===== src/rtl/uart_rf_pkg.sv =====
package uart_rf_pkg;

    localparam int DATA_W  = 32;
    localparam int NUM_IRQ = 4;
    localparam int LVL_W   = 5;

    // Interrupt bit positions
    localparam int IRQ_TXWM  = 0;
    localparam int IRQ_RXWM  = 1;
    localparam int IRQ_TXEMP = 2;
    localparam int IRQ_RXOVF = 3;

    // Byte offsets
    localparam logic [7:0] OFS_ISTATE = 8'h00;
    localparam logic [7:0] OFS_IEN    = 8'h04;
    localparam logic [7:0] OFS_ITEST  = 8'h08;
    localparam logic [7:0] OFS_CTRL   = 8'h10;
    localparam logic [7:0] OFS_STAT   = 8'h14;
    localparam logic [7:0] OFS_RDAT   = 8'h18;
    localparam logic [7:0] OFS_WDAT   = 8'h1C;
    localparam logic [7:0] OFS_FCTRL  = 8'h20;
    localparam logic [7:0] OFS_FSTAT  = 8'h24;

    typedef enum logic [3:0] {
        REG_ISTATE, REG_IEN, REG_ITEST, REG_CTRL, REG_STAT,
        REG_RDAT, REG_WDAT, REG_FCTRL, REG_FSTAT, REG_NONE
    } reg_id_e;

    typedef struct packed {
        logic [15:0] nco;
        logic [1:0]  brk_lvl;
        logic        par_odd;
        logic        par_en;
        logic        line_lpbk;
        logic        sys_lpbk;
        logic        rx_en;
        logic        tx_en;
    } ctrl_t;

    typedef struct packed {
        logic [2:0] rx_ilvl;
        logic [1:0] tx_ilvl;
    } fctrl_t;

    function automatic ctrl_t ctrl_from_word(logic [DATA_W-1:0] w);
        ctrl_t c;
        c.nco       = w[31:16];
        c.brk_lvl   = w[9:8];
        c.par_odd   = w[7];
        c.par_en    = w[6];
        c.line_lpbk = w[5];
        c.sys_lpbk  = w[4];
        c.rx_en     = w[1];
        c.tx_en     = w[0];
        return c;
    endfunction

    function automatic logic [DATA_W-1:0] ctrl_to_word(ctrl_t c);
        return {c.nco, 6'b0, c.brk_lvl, c.par_odd, c.par_en,
                c.line_lpbk, c.sys_lpbk, 2'b0, c.rx_en, c.tx_en};
    endfunction

    function automatic fctrl_t fctrl_from_word(logic [DATA_W-1:0] w);
        fctrl_t f;
        f.rx_ilvl = w[4:2];
        f.tx_ilvl = w[6:5];
        return f;
    endfunction

    function automatic logic [DATA_W-1:0] fctrl_to_word(fctrl_t f);
        return {25'b0, f.tx_ilvl, f.rx_ilvl, 2'b00};
    endfunction

endpackage


===== src/rtl/uart_rf_decode.sv =====
module uart_rf_decode
    import uart_rf_pkg::*;
#(
    parameter int ADDR_W = 8
) (
    input  logic              bus_valid,
    input  logic              bus_write,
    input  logic [ADDR_W-1:0] bus_addr,
    output reg_id_e           reg_id,
    output logic              wr_en,
    output logic              rd_en
);
    localparam logic [ADDR_W-1:0] WORD_MASK = ~ADDR_W'(3);

    logic [ADDR_W-1:0] word_addr;

    assign word_addr = bus_addr & WORD_MASK;
    assign wr_en     = bus_valid &  bus_write;
    assign rd_en     = bus_valid & ~bus_write;

    always_comb begin
        case (word_addr)
            ADDR_W'(OFS_ISTATE): reg_id = REG_ISTATE;
            ADDR_W'(OFS_IEN):    reg_id = REG_IEN;
            ADDR_W'(OFS_ITEST):  reg_id = REG_ITEST;
            ADDR_W'(OFS_CTRL):   reg_id = REG_CTRL;
            ADDR_W'(OFS_STAT):   reg_id = REG_STAT;
            ADDR_W'(OFS_RDAT):   reg_id = REG_RDAT;
            ADDR_W'(OFS_WDAT):   reg_id = REG_WDAT;
            ADDR_W'(OFS_FCTRL):  reg_id = REG_FCTRL;
            ADDR_W'(OFS_FSTAT):  reg_id = REG_FSTAT;
            default:             reg_id = REG_NONE;
        endcase
    end

endmodule


===== src/rtl/uart_rf_intr.sv =====
module uart_rf_intr
    import uart_rf_pkg::*;
#(
    parameter int N = NUM_IRQ
) (
    input  logic         clk,
    input  logic         rst,
    input  logic         wr_state,
    input  logic         wr_enable,
    input  logic         wr_test,
    input  logic [N-1:0] wdata,
    input  logic [N-1:0] ev_set,
    output logic [N-1:0] state_q,
    output logic [N-1:0] enable_q,
    output logic [N-1:0] irq
);

    always_ff @(posedge clk) begin
        if (rst)            enable_q <= '0;
        else if (wr_enable) enable_q <= wdata;
    end

    for (genvar i = 0; i < N; i++) begin : g_src
        logic clr_i, set_i;
        assign clr_i = wr_state & wdata[i];
        assign set_i = ev_set[i] | (wr_test & wdata[i]);

        // set has priority over a same-cycle clear
        always_ff @(posedge clk) begin
            if (rst)        state_q[i] <= 1'b0;
            else if (set_i) state_q[i] <= 1'b1;
            else if (clr_i) state_q[i] <= 1'b0;
        end

        assign irq[i] = state_q[i] & enable_q[i];

        assert_event_sets_R3: assert property (@(posedge clk) disable iff (rst)
            ev_set[i] |=> state_q[i]);
        assert_test_sets_R1: assert property (@(posedge clk) disable iff (rst)
            (wr_test && wdata[i]) |=> state_q[i]);
        assert_w1c_clears_R1: assert property (@(posedge clk) disable iff (rst)
            (wr_state && wdata[i] && !ev_set[i]) |=> !state_q[i]);
        assert_bit_holds_R1: assert property (@(posedge clk) disable iff (rst)
            (!wr_state && !wr_test && !ev_set[i]) |=> $stable(state_q[i]));
    end

endmodule


===== src/rtl/uart_rf_cfg.sv =====
module uart_rf_cfg
    import uart_rf_pkg::*;
(
    input  logic   clk,
    input  logic   rst,
    input  logic   wr_ctrl,
    input  ctrl_t  ctrl_new,
    input  logic   wr_fctrl,
    input  fctrl_t fctrl_new,
    input  logic   rx_rst_req,
    input  logic   tx_rst_req,
    output ctrl_t  ctrl_q,
    output fctrl_t fctrl_q,
    output logic   rx_flush,
    output logic   tx_flush
);

    always_ff @(posedge clk) begin
        if (rst) begin
            ctrl_q   <= '0;
            fctrl_q  <= '0;
            rx_flush <= 1'b0;
            tx_flush <= 1'b0;
        end else begin
            if (wr_ctrl)  ctrl_q  <= ctrl_new;
            if (wr_fctrl) fctrl_q <= fctrl_new;
            rx_flush <= wr_fctrl & rx_rst_req;
            tx_flush <= wr_fctrl & tx_rst_req;
        end
    end

    assert_rx_flush_pulse_R7: assert property (@(posedge clk) disable iff (rst)
        (wr_fctrl && rx_rst_req) |=> rx_flush);
    assert_rx_flush_quiet_R7: assert property (@(posedge clk) disable iff (rst)
        !(wr_fctrl && rx_rst_req) |=> !rx_flush);
    assert_tx_flush_pulse_R7: assert property (@(posedge clk) disable iff (rst)
        (wr_fctrl && tx_rst_req) |=> tx_flush);
    assert_ctrl_holds_R5: assert property (@(posedge clk) disable iff (rst)
        !wr_ctrl |=> $stable(ctrl_q));

endmodule


===== src/rtl/uart_regfront.sv =====
module uart_regfront
    import uart_rf_pkg::*;
#(
    parameter int ADDR_W = 8
) (
    input  logic              clk,
    input  logic              rst,
    input  logic              bus_valid,
    input  logic              bus_write,
    input  logic [ADDR_W-1:0] bus_addr,
    input  logic [31:0]       bus_wdata,
    output logic [31:0]       bus_rdata,
    input  logic [3:0]        ev_set,
    output logic [3:0]        irq,
    input  logic [4:0]        tx_level,
    input  logic [4:0]        rx_level,
    input  logic              tx_full,
    input  logic              tx_empty,
    input  logic              tx_idle,
    input  logic              rx_full,
    input  logic              rx_empty,
    input  logic              rx_idle,
    input  logic [7:0]        rx_head,
    output logic              tx_push,
    output logic [7:0]        tx_byte,
    output logic              rx_pop,
    output logic              tx_flush,
    output logic              rx_flush,
    output logic              cfg_tx_en,
    output logic              cfg_rx_en,
    output logic              cfg_sys_lpbk,
    output logic              cfg_line_lpbk,
    output logic              cfg_par_en,
    output logic              cfg_par_odd,
    output logic [1:0]        cfg_brk_lvl,
    output logic [15:0]       cfg_nco,
    output logic [2:0]        cfg_rx_ilvl,
    output logic [1:0]        cfg_tx_ilvl
);

    reg_id_e              reg_id;
    logic                 wr_en, rd_en;
    logic [NUM_IRQ-1:0]   istate, ienable;
    ctrl_t                ctrl_q;
    fctrl_t               fctrl_q;
    logic [DATA_W-1:0]    rd_mux;

    uart_rf_decode #(.ADDR_W(ADDR_W)) u_dec (
        .bus_valid (bus_valid),
        .bus_write (bus_write),
        .bus_addr  (bus_addr),
        .reg_id    (reg_id),
        .wr_en     (wr_en),
        .rd_en     (rd_en)
    );

    uart_rf_intr #(.N(NUM_IRQ)) u_intr (
        .clk       (clk),
        .rst       (rst),
        .wr_state  (wr_en && reg_id == REG_ISTATE),
        .wr_enable (wr_en && reg_id == REG_IEN),
        .wr_test   (wr_en && reg_id == REG_ITEST),
        .wdata     (bus_wdata[NUM_IRQ-1:0]),
        .ev_set    (ev_set),
        .state_q   (istate),
        .enable_q  (ienable),
        .irq       (irq)
    );

    uart_rf_cfg u_cfg (
        .clk        (clk),
        .rst        (rst),
        .wr_ctrl    (wr_en && reg_id == REG_CTRL),
        .ctrl_new   (ctrl_from_word(bus_wdata)),
        .wr_fctrl   (wr_en && reg_id == REG_FCTRL),
        .fctrl_new  (fctrl_from_word(bus_wdata)),
        .rx_rst_req (bus_wdata[0]),
        .tx_rst_req (bus_wdata[1]),
        .ctrl_q     (ctrl_q),
        .fctrl_q    (fctrl_q),
        .rx_flush   (rx_flush),
        .tx_flush   (tx_flush)
    );

    // FIFO strobes, combinational with the bus access
    assign tx_push = wr_en && reg_id == REG_WDAT && !tx_full;
    assign tx_byte = bus_wdata[7:0];
    assign rx_pop  = rd_en && reg_id == REG_RDAT && !rx_empty;

    always_comb begin
        case (reg_id)
            REG_ISTATE: rd_mux = DATA_W'(istate);
            REG_IEN:    rd_mux = DATA_W'(ienable);
            REG_CTRL:   rd_mux = ctrl_to_word(ctrl_q);
            REG_STAT:   rd_mux = {26'b0, rx_empty, rx_idle, tx_idle,
                                  tx_empty, rx_full, tx_full};
            REG_RDAT:   rd_mux = rx_empty ? '0 : DATA_W'(rx_head);
            REG_FCTRL:  rd_mux = fctrl_to_word(fctrl_q);
            REG_FSTAT:  rd_mux = {11'b0, rx_level, 11'b0, tx_level};
            default:    rd_mux = '0;
        endcase
    end

    always_ff @(posedge clk) begin
        if (rst)        bus_rdata <= '0;
        else if (rd_en) bus_rdata <= rd_mux;
    end

    assign cfg_tx_en     = ctrl_q.tx_en;
    assign cfg_rx_en     = ctrl_q.rx_en;
    assign cfg_sys_lpbk  = ctrl_q.sys_lpbk;
    assign cfg_line_lpbk = ctrl_q.line_lpbk;
    assign cfg_par_en    = ctrl_q.par_en;
    assign cfg_par_odd   = ctrl_q.par_odd;
    assign cfg_brk_lvl   = ctrl_q.brk_lvl;
    assign cfg_nco       = ctrl_q.nco;
    assign cfg_rx_ilvl   = fctrl_q.rx_ilvl;
    assign cfg_tx_ilvl   = fctrl_q.tx_ilvl;

    assert_pop_returns_head_R10: assert property (@(posedge clk) disable iff (rst)
        rx_pop |=> bus_rdata == DATA_W'($past(rx_head)));
    assert_no_push_when_full_R9: assert property (@(posedge clk) disable iff (rst)
        (tx_full && bus_valid) |-> !tx_push);
    assert_rdata_holds_R11: assert property (@(posedge clk) disable iff (rst)
        !rd_en |=> $stable(bus_rdata));

endmodule


===== config.mk =====
export PLATFORM = sky130hd
export DESIGN_NAME = uart_regfront
export DESIGN_NICKNAME = d
export VERILOG_FILES = /design/src/rtl/uart_rf_pkg.sv /design/src/rtl/uart_rf_decode.sv /design/src/rtl/uart_rf_intr.sv /design/src/rtl/uart_rf_cfg.sv /design/src/rtl/uart_regfront.sv
export SDC_FILE = /design/constraint.sdc
export NUM_CORES = 1
export LEC_CHECK = 0
export ABC_AREA = 1
export CORE_MARGIN = 1.5
export CORE_UTILIZATION = 55
export DETAILED_ROUTE_END_ITERATION = 10
export DONT_BUFFER_PORTS = 1
export GPL_ROUTABILITY_DRIVEN = 0
export HOLD_SLACK_MARGIN = 0.08
export PLACE_DENSITY = 0.7
export SYNTH_ARGS = -nofsm -noshare
export SYNTH_HDL_FRONTEND = slang
export SYNTH_SLANG_ARGS = --single-unit

===== constraint.sdc =====
create_clock -name clk -period 1.9 [get_ports clk]
set_clock_uncertainty 0.15 [all_clocks]
set_input_delay 0.285 -clock clk [delete_from_list [all_inputs] [get_ports clk]]
set_output_delay 0.285 -clock clk [all_outputs]
set_load 0.02 [all_outputs]

==> results_dict.tcl, run 1 <==
set metrics [dict create \
    async_reset_ff_frac 0 \
    yosys_register_bits 65 \
    cap_viol_max_count 0 \
    antenna_found_initial 0 \
    rsz0062_at_grt "false" \
    hold_path.class "input pin to register" \
    fillers 452 \
    ys.flop_type "dfxtp_1" \
    grt_usage 0.285 \
    power_density_nw_per_um2 802 \
    clock_sinks 65 \
    switching_share 0.236 \
    maxSlewViolCount 0 \
    path_cells "nor2_2 > buf_4 > nand4_1 > o21ai_0 > a31oi_1 > dlygate4sd3_1" \
    p_int_mw 2.28 \
    num_io_pins 149 \
    nets 545 \
    p_comb_frac 0.074 \
    cts_tree "done" \
    placement_rows 26 \
    initial_utilization 0.583 \
    drc_errors 0 \
    dpl.hpwl_um 5600 \
    ys_warn_count 0 \
    postCtsHoldBufs 40 \
    clock_latency_ns 0.34 \
    end_kind "register" \
    layout_common_cells "nand2_1 (117), dfxtp_1 (65), a21oi_1 (46)" \
    power.total_mw 2.98 \
    hold_ws_ns 0.0938 \
    overflow 0 \
    fin_crit_sh 0.928 \
    io_buffer_count 0 \
    postSynthAreaPerCell_um2 6.99 \
    placed_cells 492 \
    cts_buffers 9 \
    fin_setup_tns_ns 0 \
    seq_power_share 0.463 \
    critPathLaunchType "input pin" \
    setup.worst_path.class "input pin to register" \
    grt_pass1_wl_um 13400 \
    syn_inst 437 \
    fp.dieW_um 77.5 \
    post-route-min-period_ns 1.76 \
    via_count 3006 \
    areaGrowthSynthToFinish_pct 21.8 \
    die_h_um 77.5 \
    finalHoldViolCount 0 \
    drive_above_1_share 0.0921 \
    netSwitchingPower_uw 703 \
    slowest_stage "dlygate4sd3_1" \
    core_area_um2 5240 \
    fin_cells 548 \
    ys_types 25 \
    critPathArrivalTime_ns 1.84 \
    synth-edff-count 0 \
    cts.path.max_buffers 2 \
    synth_top_area_share 0.426 \
    cpPeakStageDelay_ns 0.56 \
    drt_iter0_markers 124 \
    htree_levels 3 \
    yosys.area.top_type "dfxtp_1" \
    ir_drop_v 0.000685 \
    netlist_area_um2 3050 \
    final_common_cell "nand2_1" \
    routed_wl_um 8300 \
    grt_pass1_vias 2835 \
    post-place-ws_ns 0.174 \
    cp.required_ns 1.98 \
    status "finished, final reports clean" \
    max_freq_mhz 567 \
    yosys-top-cells-area "dfxtp_1 (43%), nand2_1 (14%), a21oi_1 (7.5%)" \
    routedWlPerCell_um 15.1 \
    cp_max_fo 14 \
    grt_max_degree 66 \
    p_leak_nw 1.49 \
    setup_ws_ns 0.137 \
    share_clk_of_total_power 0.463 \
    ctsResizeCount 0 \
    vias_per_cell 5.49 \
    drt_first_pass_iters 4 \
    cts_root_buf "clkbuf_8" \
    ant_nets 0 \
    setup_violations 0 \
    ys_seq_area_frac 0.426 \
    n_antenna_cell 0 \
    cts_setup_buffers 0 \
    dieArea_um2 6010 \
    cts.reportedPaths.clkPinSlew_ns 0.07 \
]
==> kinds of logic after synthesis <==
group / Yosys count / share of synthesized area
simple gates: 219 / 0.312
compound gates: 76 / 0.139
buf+inv: 76 / 0.121
flops: 65 / 0.426
other cells: 1 / 0.00123
==> per-layer routing <==
layer	share of wire	vias up	track usage
met5	0	-	0
met3	0.086	11	0.0859
met1	0.44	1369	0.358
li1	-	1488	-
met2	0.46	138	0.462
met4	0.014	0	0.102
==> sequential cells by signal (all words and copies together), names as in the netlist <==
name	flops
bus_rdata	26
u_cfg.ctrl_q	24
u_cfg.fctrl_q	5
u_intr.enable_q	4
u_intr.state_q	4
u_cfg.rx_flush	1
u_cfg.tx_flush	1
==> worst paths after layout <==
kind	start	end	slack, ns	cells after the start
worst max-delay path	bus_addr[7]	u_intr.state_q[2]	0.14	6
worst min-delay path	rx_head[7]	bus_rdata[7]	0.09	4
worst max register to register	u_intr.state_q[2]	u_intr.state_q[2]	0.50	3
worst min register to register	u_intr.enable_q[3]	u_intr.enable_q[3]	0.37	2
==> synth_stat cells, types with 2 or more instances <==
cell type and n:
inv_1 38, a21oi_1 46, clkbuf_1 12, nor2_2 2
buf_4 15, nor2_1 40, buf_2 4, nand2_1 117
nor2_4 2, a31oi_1 4, nor3_1 4, nand4_1 12
dfxtp_1 65, buf_6 3, o21ai_0 12, a211oi_1 13
clkinv_1 2, nand3_1 39
==> critical path: cells and delay by family <==
family	cells	cell delay, ns
AOI/OAI and AO/OA	2	0.33
and+or+nand+nor	2	0.42
buffers and inverters	2	0.80
==> metrics by stage <==
stage | utilization | instance area (um^2)
finish | 0.710 | 3720
global route | 0.710 | 3720
CTS | 0.710 | 3720
detailed placement | 0.585 | 3070
global placement | 0.585 | 3070
floorplan | - | 3080
==> layout make-up <==
| type | instances | area, um^2 | share of cell area |
|---|---|---|---|
| Clock buffer | 11 | 151 | 0.0407 |
| Clock inverter | 5 | 85.1 | 0.0229 |
| Inverter | 42 | 159 | 0.0427 |
| Multi-Input combinational cell | 301 | 1410 | 0.380 |
| Sequential cell | 65 | 1300 | 0.350 |
| Tap cell | 70 | 87.6 | 0.0235 |
| Timing Repair Buffer | 54 | 523 | 0.141 |
==> power groups by stage <==
stage	Combinational, mW	Sequential, mW	Clock, mW
final	0.221	1.38	1.38
after global routing	0.242	1.38	1.44
after CTS	0.219	1.38	1.39
after detailed placement	0.124	1.41	0
after global placement	0.123	1.41	0
after floorplan	0.145	1.41	0
Note: power is estimated with default switching activity, not from simulation.
==> run 2, diff against run 1 <==
--- a/config.mk
+++ b/config.mk
@@ -7,5 +7,5 @@
 export LEC_CHECK = 0
-export ABC_AREA = 1
 export CORE_MARGIN = 1.5
 export CORE_UTILIZATION = 55
+export CTS_CLUSTER_DIAMETER = 30
 export DETAILED_ROUTE_END_ITERATION = 10
==> constraint.sdc (replaced) <==
create_clock -name clk -period 1.9 [get_ports clk]
set_clock_uncertainty 0.15 [all_clocks]
set_input_delay 0.57 -clock clk [delete_from_list [all_inputs] [get_ports clk]]
set_output_delay 0.57 -clock clk [all_outputs]
set_load 0.02 [all_outputs]
==> results_dict.tcl, run 2 <==
set metrics [dict create \
    synth-edff-count 0 \
    cp_max_fo 8 \
    cts.path.max_buffers 2 \
    grt_usage 0.266 \
    setup_ws_ns -0.347 \
    placement_rows 26 \
    layout_common_cells "nand2_1 (67), dfxtp_1 (65), a21oi_1 (54)" \
    nets 426 \
    areaGrowthSynthToFinish_pct 10.9 \
    async_reset_ff_frac 0 \
    fin_crit_sh 1.18 \
    dieArea_um2 5930 \
    routedWlPerCell_um 18.5 \
    cts_tree "done" \
    path_cells "or4b_4 > nor4_4 > buf_4" \
    crit_family "simple AND/OR/NAND/NOR gates" \
    drive_above_1_share 0.156 \
    end_kind "output pin" \
    grt_pass1_vias 2409 \
    yosys-top-cells-count "nand2_1 (67), dfxtp_1 (65), a21oi_1 (54)" \
    final_common_cell "nand2_1" \
    n_antenna_cell 0 \
    clock_sinks 65 \
    power.total_mw 2.69 \
    p_leak_nw 1.10 \
    rr_startpoint "u_cfg.ctrl_q[3]" \
    initial_utilization 0.579 \
    ys.flop_type "dfxtp_1" \
    setup.worst_path.class "input pin to output pin" \
    ys_seq_area_frac 0.432 \
    fp.dieW_um 77.0 \
    ys_types 43 \
    hold_ws_ns 0.160 \
    hold_path.class "input pin to register" \
    drc_errors 0 \
    fin_setup_tns_ns -0.347 \
    ys_warn_count 0 \
    vias_per_cell 6.03 \
    ir_drop_v 0.000615 \
    critPathArrivalTime_ns 1.53 \
    slowest_stage "or4b_4" \
    r2r_end "bus_rdata[5]" \
    cts.reportedPaths.clkPinSlew_ns 0.07 \
    rrSetupSlack_ns 0.55 \
    critPathCapture "rx_pop" \
    top_register "bus_rdata" \
    cap_viol_max_count 0 \
    cts_setup_buffers 0 \
    placed_cells 413 \
    yosys_register_bits 65 \
    setup_violations 1 \
    largest_register_ffs 26 \
    grt_max_degree 60 \
    yosysMostFrequentCell "nand2_1" \
    core_area_um2 5200 \
    r2r_cells 4 \
    clock_latency_ns 0.33 \
    antenna_found_initial 0 \
    cts_root_buf "clkbuf_8" \
    grt_pass1_wl_um 12300 \
    yosys-top-cells-area "dfxtp_1 (43%), a21oi_1 (9.0%), nand2_1 (8.3%)" \
    htree_levels 3 \
    drt_iter0_markers 191 \
    overflow 0 \
    io_buffer_count 0 \
    ant_nets 0 \
    largestRegisters "bus_rdata x26, u_cfg.ctrl_q x24, u_cfg.fctrl_q x5" \
    via_count 2580 \
    syn_inst 355 \
    fin_cells 428 \
    num_io_pins 149 \
    netlist_area_um2 3010 \
    cp-startpoint "bus_addr[5]" \
    fillers 466 \
    yosys.area.top_type "dfxtp_1" \
    cp.required_ns 1.18 \
    cpPeakStageDelay_ns 0.54 \
    cp_num_buf_inv 1 \
    path_depth 3 \
    max_freq_mhz 445 \
    drt_first_pass_iters 5 \
    finalHoldViolCount 0 \
    maxSlewViolCount 0 \
    routed_wl_um 7940 \
    rsz0062_at_grt "true" \
    power_density_nw_per_um2 804 \
    postSynthAreaPerCell_um2 8.49 \
    synth_top_area_share 0.432 \
    dpl.hpwl_um 5620 \
    die_h_um 77.0 \
    critPathLaunchType "input pin" \
    status "complete, but fails checks" \
    violations "negative setup slack" \
    post-route-min-period_ns 2.25 \
    cts_buffers 9 \
    post-place-ws_ns -0.355 \
]
## run 2: area by class of cell
class	count	area, um^2	area share
Inverter	3	11.3	0.00337
Timing Repair Buffer	22	181	0.0543
Clock buffer	13	159	0.0475
Tap cell	70	87.6	0.0262
Multi-Input combinational cell	253	1560	0.468
Sequential cell	65	1300	0.389
Clock inverter	2	37.5	0.0112
## run 2: kinds of logic (layout without fill, tap and decap cells)
| logic type | after synthesis | after routing | synth area share |
|---|---|---|---|
| simple gates | 145 | 145 | 0.245 |
| compound gates | 85 | 85 | 0.174 |
| flops | 65 | 65 | 0.432 |
| buf+inv | 42 | 40 | 0.0830 |
| mux | 17 | 17 | 0.0656 |
| other cells | 1 | 6 | 0.00124 |
## run 2: metrics by stage
step | utilization | area (um^2)
6_report | 0.642 | 3340
5_1_grt | 0.642 | 3340
4_1_cts | 0.641 | 3330
3_5_place_dp | 0.603 | 3140
3_3_place_gp | 0.603 | 3140
2_1_floorplan | - | 3130
## run 2: worst min path at each step
| stage | depth (start not counted) | from | end | slack [ns] |
|---|---|---|---|---|
| floorplan | 2 | u_intr.enable_q[2] | u_intr.enable_q[2] | 0.32 |
| global placement | 2 | u_intr.enable_q[3] | u_intr.enable_q[3] | 0.34 |
| detailed placement | 2 | u_intr.enable_q[0] | u_intr.enable_q[0] | 0.35 |
| CTS | 1 | rst | u_cfg.ctrl_q[1] | 0.15 |
| global route | 1 | rst | u_intr.enable_q[0] | 0.14 |
| finish | 1 | rst | u_intr.enable_q[0] | 0.16 |
## run 2: layer usage
| layer | vias up | GRT usage | part of all wire | wire length (um) |
|---|---|---|---|---|
| met1 | 1220 | 0.371 | 0.47 | 3690 |
| li1 | 1238 | - | - | - |
| met5 | - | 0 | 0 | 0 |
| met2 | 116 | 0.383 | 0.44 | 3510 |
| met4 | 0 | 0.0964 | 0.0060 | 48 |
| met3 | 6 | 0.0857 | 0.086 | 684 |
## run 2: report_power, final
group | switching, mW | total [mW] | internal, mW
Sequential | 0.00806 | 1.38 | 1.37
Clock | 0.513 | 1.19 | 0.673
Combinational | 0.0733 | 0.125 | 0.0515
Total | 0.594 | 2.69 | 2.09
## run 2: what timing repair did
item,in CTS,in global routing
hold buffers,0,0
endpoints found under the setup margin,2,4
resized for setup,1,2
## run 2: worst reg2reg max path: stages, from the launching register on
cell and delay, ns:
dfxtp_1 0.42, mux2i_1 0.18, o32ai_1 0.10, a22o_1 0.19
a31o_1 0.21
